$ cat src/rtl/cc_btb_pkg.sv
package cc_btb_pkg;
  typedef enum logic [1:0] {UPD_IDLE, UPD_REFRESH, UPD_ALLOC} upd_kind_e;
  typedef enum logic [1:0] {OP_LOOK, OP_UPD, OP_NT, OP_INV} tb_op_e;
endpackage

$ cat src/rtl/cc_btb_array.sv
module cc_btb_array #(
  parameter int NUM_SETS = 16,
  parameter int WAY_W    = 1,
  parameter int OFF_W    = 3,
  parameter int TGT_W    = 32,
  parameter int SET_W    = $clog2(NUM_SETS)
) (
  input  logic             clk_i,
  input  logic             rst_ni,
  input  logic [SET_W-1:0] lk_set_i,
  input  logic [WAY_W-1:0] lk_way_i,
  input  logic [OFF_W-1:0] lk_off_i,
  output logic             lk_hit_o,
  output logic [TGT_W-1:0] lk_tgt_o,
  input  logic [SET_W-1:0] up_set_i,
  input  logic [WAY_W-1:0] up_way_i,
  input  logic [OFF_W-1:0] up_off_i,
  output logic             up_vld_o,
  output logic             up_match_o,
  input  logic             we_i,
  input  logic [TGT_W-1:0] wr_tgt_i,
  input  logic             inv_valid_i,
  input  logic [SET_W-1:0] inv_set_i,
  input  logic [WAY_W-1:0] inv_way_i
);
  logic [NUM_SETS-1:0] vld_q, vld_d;
  logic [WAY_W-1:0]    way_q [NUM_SETS];
  logic [OFF_W-1:0]    off_q [NUM_SETS];
  logic [TGT_W-1:0]    tgt_q [NUM_SETS];
  logic [WAY_W-1:0]    inv_way_eff;

  assign lk_hit_o   = vld_q[lk_set_i] && (way_q[lk_set_i] == lk_way_i)
                      && (off_q[lk_set_i] == lk_off_i);
  assign lk_tgt_o   = tgt_q[lk_set_i];
  assign up_vld_o   = vld_q[up_set_i];
  assign up_match_o = up_vld_o && (way_q[up_set_i] == up_way_i)
                      && (off_q[up_set_i] == up_off_i);

  // eviction is judged against the way the entry holds after this cycle's write
  assign inv_way_eff = (we_i && up_set_i == inv_set_i) ? up_way_i : way_q[inv_set_i];

  always_comb begin
    vld_d = vld_q;
    if (we_i) vld_d[up_set_i] = 1'b1;
    if (inv_valid_i && inv_way_eff == inv_way_i) vld_d[inv_set_i] = 1'b0;
  end

  always_ff @(posedge clk_i or negedge rst_ni) begin
    if (!rst_ni) vld_q <= '0;
    else         vld_q <= vld_d;
  end

  always_ff @(posedge clk_i) begin
    if (we_i) begin
      way_q[up_set_i] <= up_way_i;
      off_q[up_set_i] <= up_off_i;
      tgt_q[up_set_i] <= wr_tgt_i;
    end
  end
endmodule

$ cat src/rtl/cc_btb_lru.sv
module cc_btb_lru #(
  parameter int NUM_SETS = 16,
  parameter int GROUPS   = 2,
  parameter int SET_W    = $clog2(NUM_SETS),
  parameter int GW       = $clog2(GROUPS)
) (
  input  logic              clk_i,
  input  logic              rst_ni,
  input  logic              lk_touch_i,
  input  logic [SET_W-1:0]  lk_set_i,
  input  logic [GW-1:0]     lk_grp_i,
  input  logic              up_touch_i,
  input  logic [SET_W-1:0]  up_set_i,
  input  logic [GW-1:0]     up_grp_i,
  input  logic [GROUPS-1:0] up_vld_i,
  output logic [GW-1:0]     victim_o
);
  logic [GW-1:0] lru_grp;

  always_comb begin
    victim_o = lru_grp;
    for (int g = GROUPS - 1; g >= 0; g--)
      if (!up_vld_i[g]) victim_o = GW'(g);
  end

  if (GROUPS == 2) begin : g_ptr
    logic [NUM_SETS-1:0] ptr_q, ptr_d;
    assign lru_grp = ptr_q[up_set_i];
    always_comb begin
      ptr_d = ptr_q;
      if (lk_touch_i) ptr_d[lk_set_i] = ~lk_grp_i;
      if (up_touch_i) ptr_d[up_set_i] = ~up_grp_i;
    end
    always_ff @(posedge clk_i or negedge rst_ni) begin
      if (!rst_ni) ptr_q <= '0;
      else         ptr_q <= ptr_d;
    end
  end else begin : g_age
    logic [GW-1:0] age_q [NUM_SETS][GROUPS];
    always_comb begin
      lru_grp = '0;
      for (int g = 0; g < GROUPS; g++)
        if (age_q[up_set_i][g] == GW'(GROUPS - 1)) lru_grp = GW'(g);
    end
    always_ff @(posedge clk_i or negedge rst_ni) begin
      if (!rst_ni) begin
        for (int s = 0; s < NUM_SETS; s++)
          for (int g = 0; g < GROUPS; g++) age_q[s][g] <= GW'(g);
      end else begin
        for (int s = 0; s < NUM_SETS; s++) begin
          logic          hit;
          logic [GW-1:0] tg;
          hit = 1'b0;
          tg  = '0;
          if (lk_touch_i && lk_set_i == SET_W'(s)) begin hit = 1'b1; tg = lk_grp_i; end
          if (up_touch_i && up_set_i == SET_W'(s)) begin hit = 1'b1; tg = up_grp_i; end
          if (hit)
            for (int g = 0; g < GROUPS; g++) begin
              if (GW'(g) == tg)                      age_q[s][g] <= '0;
              else if (age_q[s][g] < age_q[s][tg])  age_q[s][g] <= age_q[s][g] + 1'b1;
            end
        end
      end
    end
  end
endmodule

$ cat src/rtl/cc_btb.sv
module cc_btb
  import cc_btb_pkg::*;
#(
  parameter int NUM_SETS   = 16,
  parameter int NUM_WAYS   = 2,
  parameter int LINE_INSNS = 8,
  parameter int GROUPS     = 2,
  parameter int ADDR_W     = 32,
  parameter int SET_W      = $clog2(NUM_SETS),
  parameter int WAY_W      = $clog2(NUM_WAYS),
  parameter int OFF_W      = $clog2(LINE_INSNS)
) (
  input  logic              clk_i,
  input  logic              rst_ni,
  input  logic              lk_valid_i,
  input  logic [SET_W-1:0]  lk_set_i,
  input  logic [WAY_W-1:0]  lk_way_i,
  input  logic [OFF_W-1:0]  lk_off_i,
  input  logic              pred_taken_i,
  input  logic [ADDR_W-1:0] seq_pc_i,
  output logic              hit_o,
  output logic [ADDR_W-1:0] target_o,
  output logic [ADDR_W-1:0] next_pc_o,
  input  logic              upd_valid_i,
  input  logic              upd_taken_i,
  input  logic [SET_W-1:0]  upd_set_i,
  input  logic [WAY_W-1:0]  upd_way_i,
  input  logic [OFF_W-1:0]  upd_off_i,
  input  logic [ADDR_W-1:0] upd_target_i,
  input  logic              inv_valid_i,
  input  logic [SET_W-1:0]  inv_set_i,
  input  logic [WAY_W-1:0]  inv_way_i
);
  localparam int GW = $clog2(GROUPS);

  logic [GROUPS-1:0] lk_match, up_match, up_vld, grp_we;
  logic [ADDR_W-1:0] lk_tgt [GROUPS];
  logic [GW-1:0]     lk_grp, up_grp, victim, wr_grp;
  logic [ADDR_W-1:0] sel_tgt;
  upd_kind_e         upd_kind;

  for (genvar g = 0; g < GROUPS; g++) begin : g_grp
    cc_btb_array #(
      .NUM_SETS(NUM_SETS), .WAY_W(WAY_W), .OFF_W(OFF_W), .TGT_W(ADDR_W)
    ) u_arr (
      .clk_i      (clk_i),
      .rst_ni     (rst_ni),
      .lk_set_i   (lk_set_i),
      .lk_way_i   (lk_way_i),
      .lk_off_i   (lk_off_i),
      .lk_hit_o   (lk_match[g]),
      .lk_tgt_o   (lk_tgt[g]),
      .up_set_i   (upd_set_i),
      .up_way_i   (upd_way_i),
      .up_off_i   (upd_off_i),
      .up_vld_o   (up_vld[g]),
      .up_match_o (up_match[g]),
      .we_i       (grp_we[g]),
      .wr_tgt_i   (upd_target_i),
      .inv_valid_i(inv_valid_i),
      .inv_set_i  (inv_set_i),
      .inv_way_i  (inv_way_i)
    );
  end

  always_comb begin
    sel_tgt = '0;
    lk_grp  = '0;
    up_grp  = '0;
    for (int g = 0; g < GROUPS; g++) begin
      if (lk_match[g]) begin
        sel_tgt = sel_tgt | lk_tgt[g];
        lk_grp  = GW'(g);
      end
      if (up_match[g]) up_grp = GW'(g);
    end
  end

  assign hit_o     = lk_valid_i && (|lk_match);
  assign target_o  = hit_o ? sel_tgt : '0;
  assign next_pc_o = (hit_o && pred_taken_i) ? sel_tgt : seq_pc_i;

  always_comb begin
    if (!(upd_valid_i && upd_taken_i)) upd_kind = UPD_IDLE;
    else if (|up_match)                upd_kind = UPD_REFRESH;
    else                               upd_kind = UPD_ALLOC;
  end

  assign wr_grp = (upd_kind == UPD_REFRESH) ? up_grp : victim;

  always_comb
    for (int g = 0; g < GROUPS; g++)
      grp_we[g] = (upd_kind != UPD_IDLE) && (wr_grp == GW'(g));

  cc_btb_lru #(.NUM_SETS(NUM_SETS), .GROUPS(GROUPS)) u_lru (
    .clk_i     (clk_i),
    .rst_ni    (rst_ni),
    .lk_touch_i(hit_o),
    .lk_set_i  (lk_set_i),
    .lk_grp_i  (lk_grp),
    .up_touch_i(upd_kind != UPD_IDLE),
    .up_set_i  (upd_set_i),
    .up_grp_i  (wr_grp),
    .up_vld_i  (up_vld),
    .victim_o  (victim)
  );
endmodule

$ cat config.mk
export PLATFORM = sky130hd
export DESIGN_NAME = cc_btb
export DESIGN_NICKNAME = d
export VERILOG_FILES = /design/src/rtl/cc_btb_pkg.sv /design/src/rtl/cc_btb_array.sv /design/src/rtl/cc_btb_lru.sv /design/src/rtl/cc_btb.sv
export SDC_FILE = /design/constraint.sdc
export NUM_CORES = 1
export LEC_CHECK = 0
export ABC_AREA = 1
export CORE_ASPECT_RATIO = 0.9
export CORE_MARGIN = 2
export CORE_UTILIZATION = 35
export DETAILED_ROUTE_END_ITERATION = 10
export SLEW_MARGIN = 0
export SYNTH_ARGS = -nofsm -noshare
export SYNTH_HDL_FRONTEND = slang
export SYNTH_HIERARCHICAL = 1
export SYNTH_SLANG_ARGS = --single-unit
$ cat constraint.sdc
create_clock -name clk_i -period 5.15 [get_ports clk_i]
set_input_delay 1.03 -clock clk_i [delete_from_list [all_inputs] [get_ports clk_i]]
set_output_delay 1.03 -clock clk_i [all_outputs]
set_load 0.1 [all_outputs]
### Word-level counts from Yosys, hierarchy flattened

Memories as Yosys holds them, arrays and structs flattened.
Cells that the tools add are included.

* bits in writable memories: 1152
* memories: 6
* memory bits (read-only): 0
* bits in latches: 0
* logic and storage cells: 99
* bits in registers: 48
* bits of input ports: 92

* multipliers: 0
* order comparisons: 6
* reduce and logical (&&, ||, !) cells: 23
* equal/unequal tests: 12
* mux-type cells: 41
* shift-type cells: 0
* div/mod/pow operators: 0
* add/subtract/negate cells: 0
* bitwise logic cells: 8

Memories
* g_grp[0].u_arr.tgt_q: words 16, bits a word 32, read ports 1, clocked after memory_dff 0, write ports 1, line cc_btb_array.sv:29 `logic [TGT_W-1:0] tgt_q [NUM_SETS];`
* g_grp[1].u_arr.tgt_q: words 16, bits a word 32, read ports 1, clocked after memory_dff 0, write ports 1, line cc_btb_array.sv:29
* g_grp[0].u_arr.off_q: words 16, bits a word 3, read ports 2, clocked after memory_dff 0, write ports 1, line cc_btb_array.sv:28 `logic [OFF_W-1:0] off_q [NUM_SETS];`
* g_grp[1].u_arr.off_q: words 16, bits a word 3, read ports 2, clocked after memory_dff 0, write ports 1, line cc_btb_array.sv:28
* g_grp[0].u_arr.way_q: words 16, bits a word 1, read ports 3, clocked after memory_dff 0, write ports 1, line cc_btb_array.sv:27 `logic [WAY_W-1:0] way_q [NUM_SETS];`
* g_grp[1].u_arr.way_q: words 16, bits a word 1, read ports 3, clocked after memory_dff 0, write ports 1, line cc_btb_array.sv:27

Operators by type and width (count)
* $mux W32: 4
* $mux W16: 6
* $and A16 B16 Y16: 2
* $bwmux W16: 2
* $or A16 B16 Y16: 2
* $or A32 B32 Y32: 1
* $bmux W1 S4: 5
* $logic_and A1 B1 Y1: 20
* $mux W1: 19
* $not A16 Y16: 1
* $lt A4 B5 Y1 const B: 3
* $demux W1 S4: 3
* $eq A3 B3 Y1: 4
* $ge A4 B1 Y1 const B: 3
* $eq A1 B1 Y1: 6
* $eq A4 B4 Y1: 1
* $mux W2: 2
* $reduce_or A2 Y1: 2
* $eq A2 B1 Y1 const B: 1
* $not A1 Y1: 2
* $reduce_bool A2 Y1: 1

### Depth between registers and ports, before layout

* depth in word-level cells: 16
* mapped depth: 28
* depth with buffers taken out: 26

### Hierarchy

Netlist, hierarchy kept.

By module, submodules not included
* cc_btb_array: times used 2, cells each 1994, area an instance 24517.3 µm²
* cc_btb: times used 1, cells each 262, area an instance 1288.7 µm²
* cc_btb_lru: times used 1, cells each 196, area an instance 1196.1 µm²

### Least setup slack after synthesis

OpenSTA, ideal clock, no wires.

* path type: input port to output port
* start: input lk_set_i[0]
* end: output target_o[0]
* path slack: -0.046 ns
* required time: 4.120 ns
* data arrival time: 4.166 ns
* stages on the path: 16
* cells stage by stage: buf_2 -> buf_6 -> buf_6 -> buf_6 -> o211ai_1 -> nand3_1 -> nand3_1 -> nand2_1 -> a21oi_1 -> nand3_1 -> nor2_1 -> buf_4 -> nor2_4 -> nor2_8 -> inv_4 -> a21oi_1

* longest elaborated chain between the ends: 8

RTL lines
* start, declared: line cc_btb.sv:16 `input logic [SET_W-1:0] lk_set_i,`
* $mem_v2 Z16 W1 / $bmux W1 S4 (equally long branches)
* $eq A1 B1 Y1 / $mux W1 (equally long branches): line cc_btb_array.sv:32 `assign lk_hit_o = vld_q[lk_set_i] && (way_q[lk_set_i] == lk_way_i)`
* $logic_and A1 B1 Y1: line cc_btb_array.sv:32
* $logic_and A1 B1 Y1: line cc_btb_array.sv:33 `&& (off_q[lk_set_i] == lk_off_i);`
* $mux W32: line cc_btb.sv:71 `if (lk_match[g]) begin`
* $or A32 B32 Y32: line cc_btb.sv:72 `sel_tgt = sel_tgt | lk_tgt[g];`
* $mux W32: line cc_btb.sv:71
* $mux W32 (*): line cc_btb.sv:80 `assign target_o = hit_o ? sel_tgt : '0;`
* end, declared: line cc_btb.sv:22 `output logic [ADDR_W-1:0] target_o,`

Every way passes the cells marked *; elsewhere a longest branch is shown, timed or not. The select of a mux whose other input is x is not followed.

### Final worst setup path

* start: input lk_set_i[1]
* end: output target_o[9]

* longest elaborated chain between the ends: 8

RTL lines
* $mem_v2 Z16 W1 / $bmux W1 S4 (equally long branches)
* $eq A1 B1 Y1 / $mux W1 (equally long branches): line cc_btb_array.sv:32
* $logic_and A1 B1 Y1: line cc_btb_array.sv:32
* $logic_and A1 B1 Y1 (*): line cc_btb_array.sv:33
* named net lk_match[0]: line cc_btb.sv:36 `logic [GROUPS-1:0] lk_match, up_match, up_vld, grp_we;`
* $mux W32: line cc_btb.sv:71
* $or A32 B32 Y32: line cc_btb.sv:72
* $mux W32: line cc_btb.sv:71
* $mux W32 (*): line cc_btb.sv:80

The timed path passes the listed nets; every way through them passes the cells marked *. The select of a mux whose other input is x is not followed.

==> results.md <==
* Yosys reg bits at 1200
* Tcrit/Tclk final at 0.973
* DIE AREA at 0.150 mm2
* Crit path required time at 4120 ps
* Post-synth ARST share at 0.0400
* GP Congestion at 0.947
* Resize count post-CTS at 0
* Maximum vdd drop at around 0.00026 V
* Compound-Gate Fraction of Synth Area at 0.131
* Reg clk slew, reported paths at 60 ps
* Syn. warnings at 6
* Final hold violations at 0
* Longest Clk Path Bufs at 3
* Worst path top cell family by delay: buffers and inverters
* Largest net degree at the start of global routing at 165
* Core region area at roughly 0.15 mm2
* Status: complete, no violations
* Setup_tns at 0 ps
* GR Overflow Total at 0
* Total wire length at roughly 160 mm
* Synth Area in Simple Gates at 0.134
* LEAKAGE at 20.8 nW
* # rows at 133
* Cts bufs inserted at between 100 and 150
* Critical path, cell by cell: buf_8 > inv_4 > nor2_1 > o21ai_0 > nand3_1 > nand3_1 > nand2_1 > nand2_1 > nand2_1 > nand3_1 > nor2_4 > buf_12 > nor2_4 > nor2_8 > inv_4 > buf_4 > a21oi_2 > buf_12
* Final setup viols at 0
* Number of global-route vias before repair at between 30000 and 40000
* Post-CTS Setup Repair Bufs at 0
* Max_cap viols at 0
* Synth Area in Adders at 0
* Layout Utilization at 0.417
* Count of flip-flops with a built-in enable after synthesis at 1152
* Via count at 37026
* Total global-route track usage at 0.208
* Fin. max-slew vios at 0
* Min Tclk post-route at 5010 ps
* Crit end category: primary output
* CTS sink count at 1200
* Crit path DAT at 3980 ps
* Largest stage delay, worst path at 290 ps
* RSZ-0062 raised after global routing: false
* Critical Path Source: lk_set_i[1]
* Initial antenna violation count at 7
* Top cells by area, synth: edfxtp_1 67%, o21ai_0 5.8%, nor2_1 5.0%, nand2_1 4.9%, o221ai_1 3.1%
* Most used DFF post-synth: edfxtp_1
* Post-Synthesis Cells at ~4400
* Leading area contributor after synthesis: edfxtp_1
* HPWL after DPL at 96.3 mm
* Die H at around 370 um
* Hold Slack at 427 ps
* First-pass GRT wire length at 236 mm
* # port buffers at around 160
* Max FO, Critical Path at 33
* Net Count, Synth at 4538
* Slew @ Worst Pin at 1320 ps
* Yosys top cell area share at 0.671
* Cell Area, Synth at 0.0515 mm2
* Rel. slew slack at 0.116
* HP Class: primary input to asynchronous set/reset pin
* Most frequent cells after synthesis: 1152 x edfxtp_1, 687 x nor2_1, 667 x nand2_1, 592 x o21ai_0, 208 x nand3_1
* Pwr Density at approximately 360 mW/mm2
* Count of hold-fix buffers inserted at cts at 0
* Clk root buf: clkbuf_16
* DRT Pass-1 Iters at 7
* H-tree levels at 3
* Share of cells above drive strength 1 at 0.117
* Area Growth Syn to Fin at 18.3%
* Buf+Inv Stages, Crit Path at 6
* Startpoint types: primary input
* Syn Area/Cell at 11.6 um2
* Synth Area in XOR/XNOR at 0
* Fill count at 13628
* CTS tree: done
* CP max-delay cell: buf_8
* Fmax at 0.199 GHz
* Largest family of logic cells by synthesized area: simple AND/OR/NAND/NOR gates
* Worst R2R Start: g_grp[0].u_arr/way_q[7]
* Overall power at 0.0218 W
* Initial Util at 0.353
* Die Wd at between 400 and 500 um
* Clk Latency, worst-skew pair at 730 ps
* Multiplexer share of the synthesized area at 0
* 1st-iter DRT viols at 5071
* Synth unique cells at 43
* Avg WL per Cell at 24.2 um
* Post-route DRC at 0
* Most common cell in the netlist: edfxtp_1
* I/O pin total at 157
* Via-per-instance ratio at ~5.6
* Class of the most critical setup path: primary input to primary output
* # nets final at 4689
* Clock skew at 48.8 ps
* Seq/Total Area, Yosys at 0.695
* Antenna violation net count after detailed routing at 0
[through the flow]
step	setup WS [ps]	std cells	area, um2
finish	137	6647	61000
global route	26.0	6647	61000
CTS	241	6645	61000
detailed placement	130	6438	57300
global placement	202	6438	57300
floorplan	-45.8	4446	51500
[where the power goes]
| part | switching (W) | total (W) | internal (W) |
|---|---|---|---|
| clock network | 0.00373 | 0.00844 | 0.00471 |
| logic | 0.00160 | 0.00228 | 0.000688 |
| registers | 0.000163 | 0.0111 | 0.0109 |
[layer usage]
layer	GRT usage	share of wire	wire length (um)	vias up
met3	0.0410	0.095	15300	288
met1	0.309	0.44	70500	18335
met4	0.0561	0.025	4090	6
met2	0.309	0.44	71100	1878
li1	-	-	-	16519
met5	0	0.00026	42	-
[layout by cell type (no fill, tap or decap), types with 47 or more instances in the layout]
| cell | n |
|---|---|
| a21oi_1 | 47 |
| buf_12 | 136 |
| buf_4 | 109 |
| clkbuf_16 | 115 |
| clkdlybuf4s50_1 | 84 |
| dfrtp_1 | 48 |
| edfxtp_1 | 1152 |
| inv_1 | 152 |
| nand2_1 | 667 |
| nand3_1 | 208 |
| nand4_1 | 52 |
| nor2_1 | 653 |
| o211ai_1 | 118 |
| o21ai_0 | 592 |
| o221ai_1 | 180 |
| o22ai_1 | 79 |
[area by class of cell]
class / count / area, um2 / share of cell area
sequential: 1200 / 35800 / 0.587
multi-input combinational: 2771 / 13900 / 0.228
timing repair buffer: 335 / 4440 / 0.0728
clock buffer: 134 / 2950 / 0.0484
tap: 1957 / 2450 / 0.0402
clock inverter: 73 / 756 / 0.0124
inverter: 175 / 689 / 0.0113
antenna: 2 / 5.00 / 0.0000821
[state kept, by name (all words and copies together) (netlist names)]
signal / flops
g_grp.u_arr/off_q: 96
g_grp.u_arr/tgt_q: 1024
u_lru/g_ptr.ptr_q: 16
g_grp.u_arr/vld_q: 32
g_grp.u_arr/way_q: 32
[worst paths after layout]
kind                       depth (start not counted)                        to  slack, ps
min                                                2      u_lru/g_ptr.ptr_q[0]        430
min in group clk_i                                 2     u_lru/g_ptr.ptr_q[11]        540
max                                               18               target_o[9]        140
min reg2reg                                        2     u_lru/g_ptr.ptr_q[11]        540
max reg2reg                                       23   g_grp[0].u_arr/vld_q[1]       1690
max in group asynchronous                          2  g_grp[1].u_arr/vld_q[10]       4270
[logic make-up (layout without fill, tap and decap cells)]
kind of cell,Yosys count,count (layout)
AO/OA/AOI/OAI,1099,1099
flip-flops,1200,1200
buffers and inverters,475,717
AND/OR/NAND/NOR,1672,1672
other,0,2
Note: power is estimated with default switching activity, not from simulation.
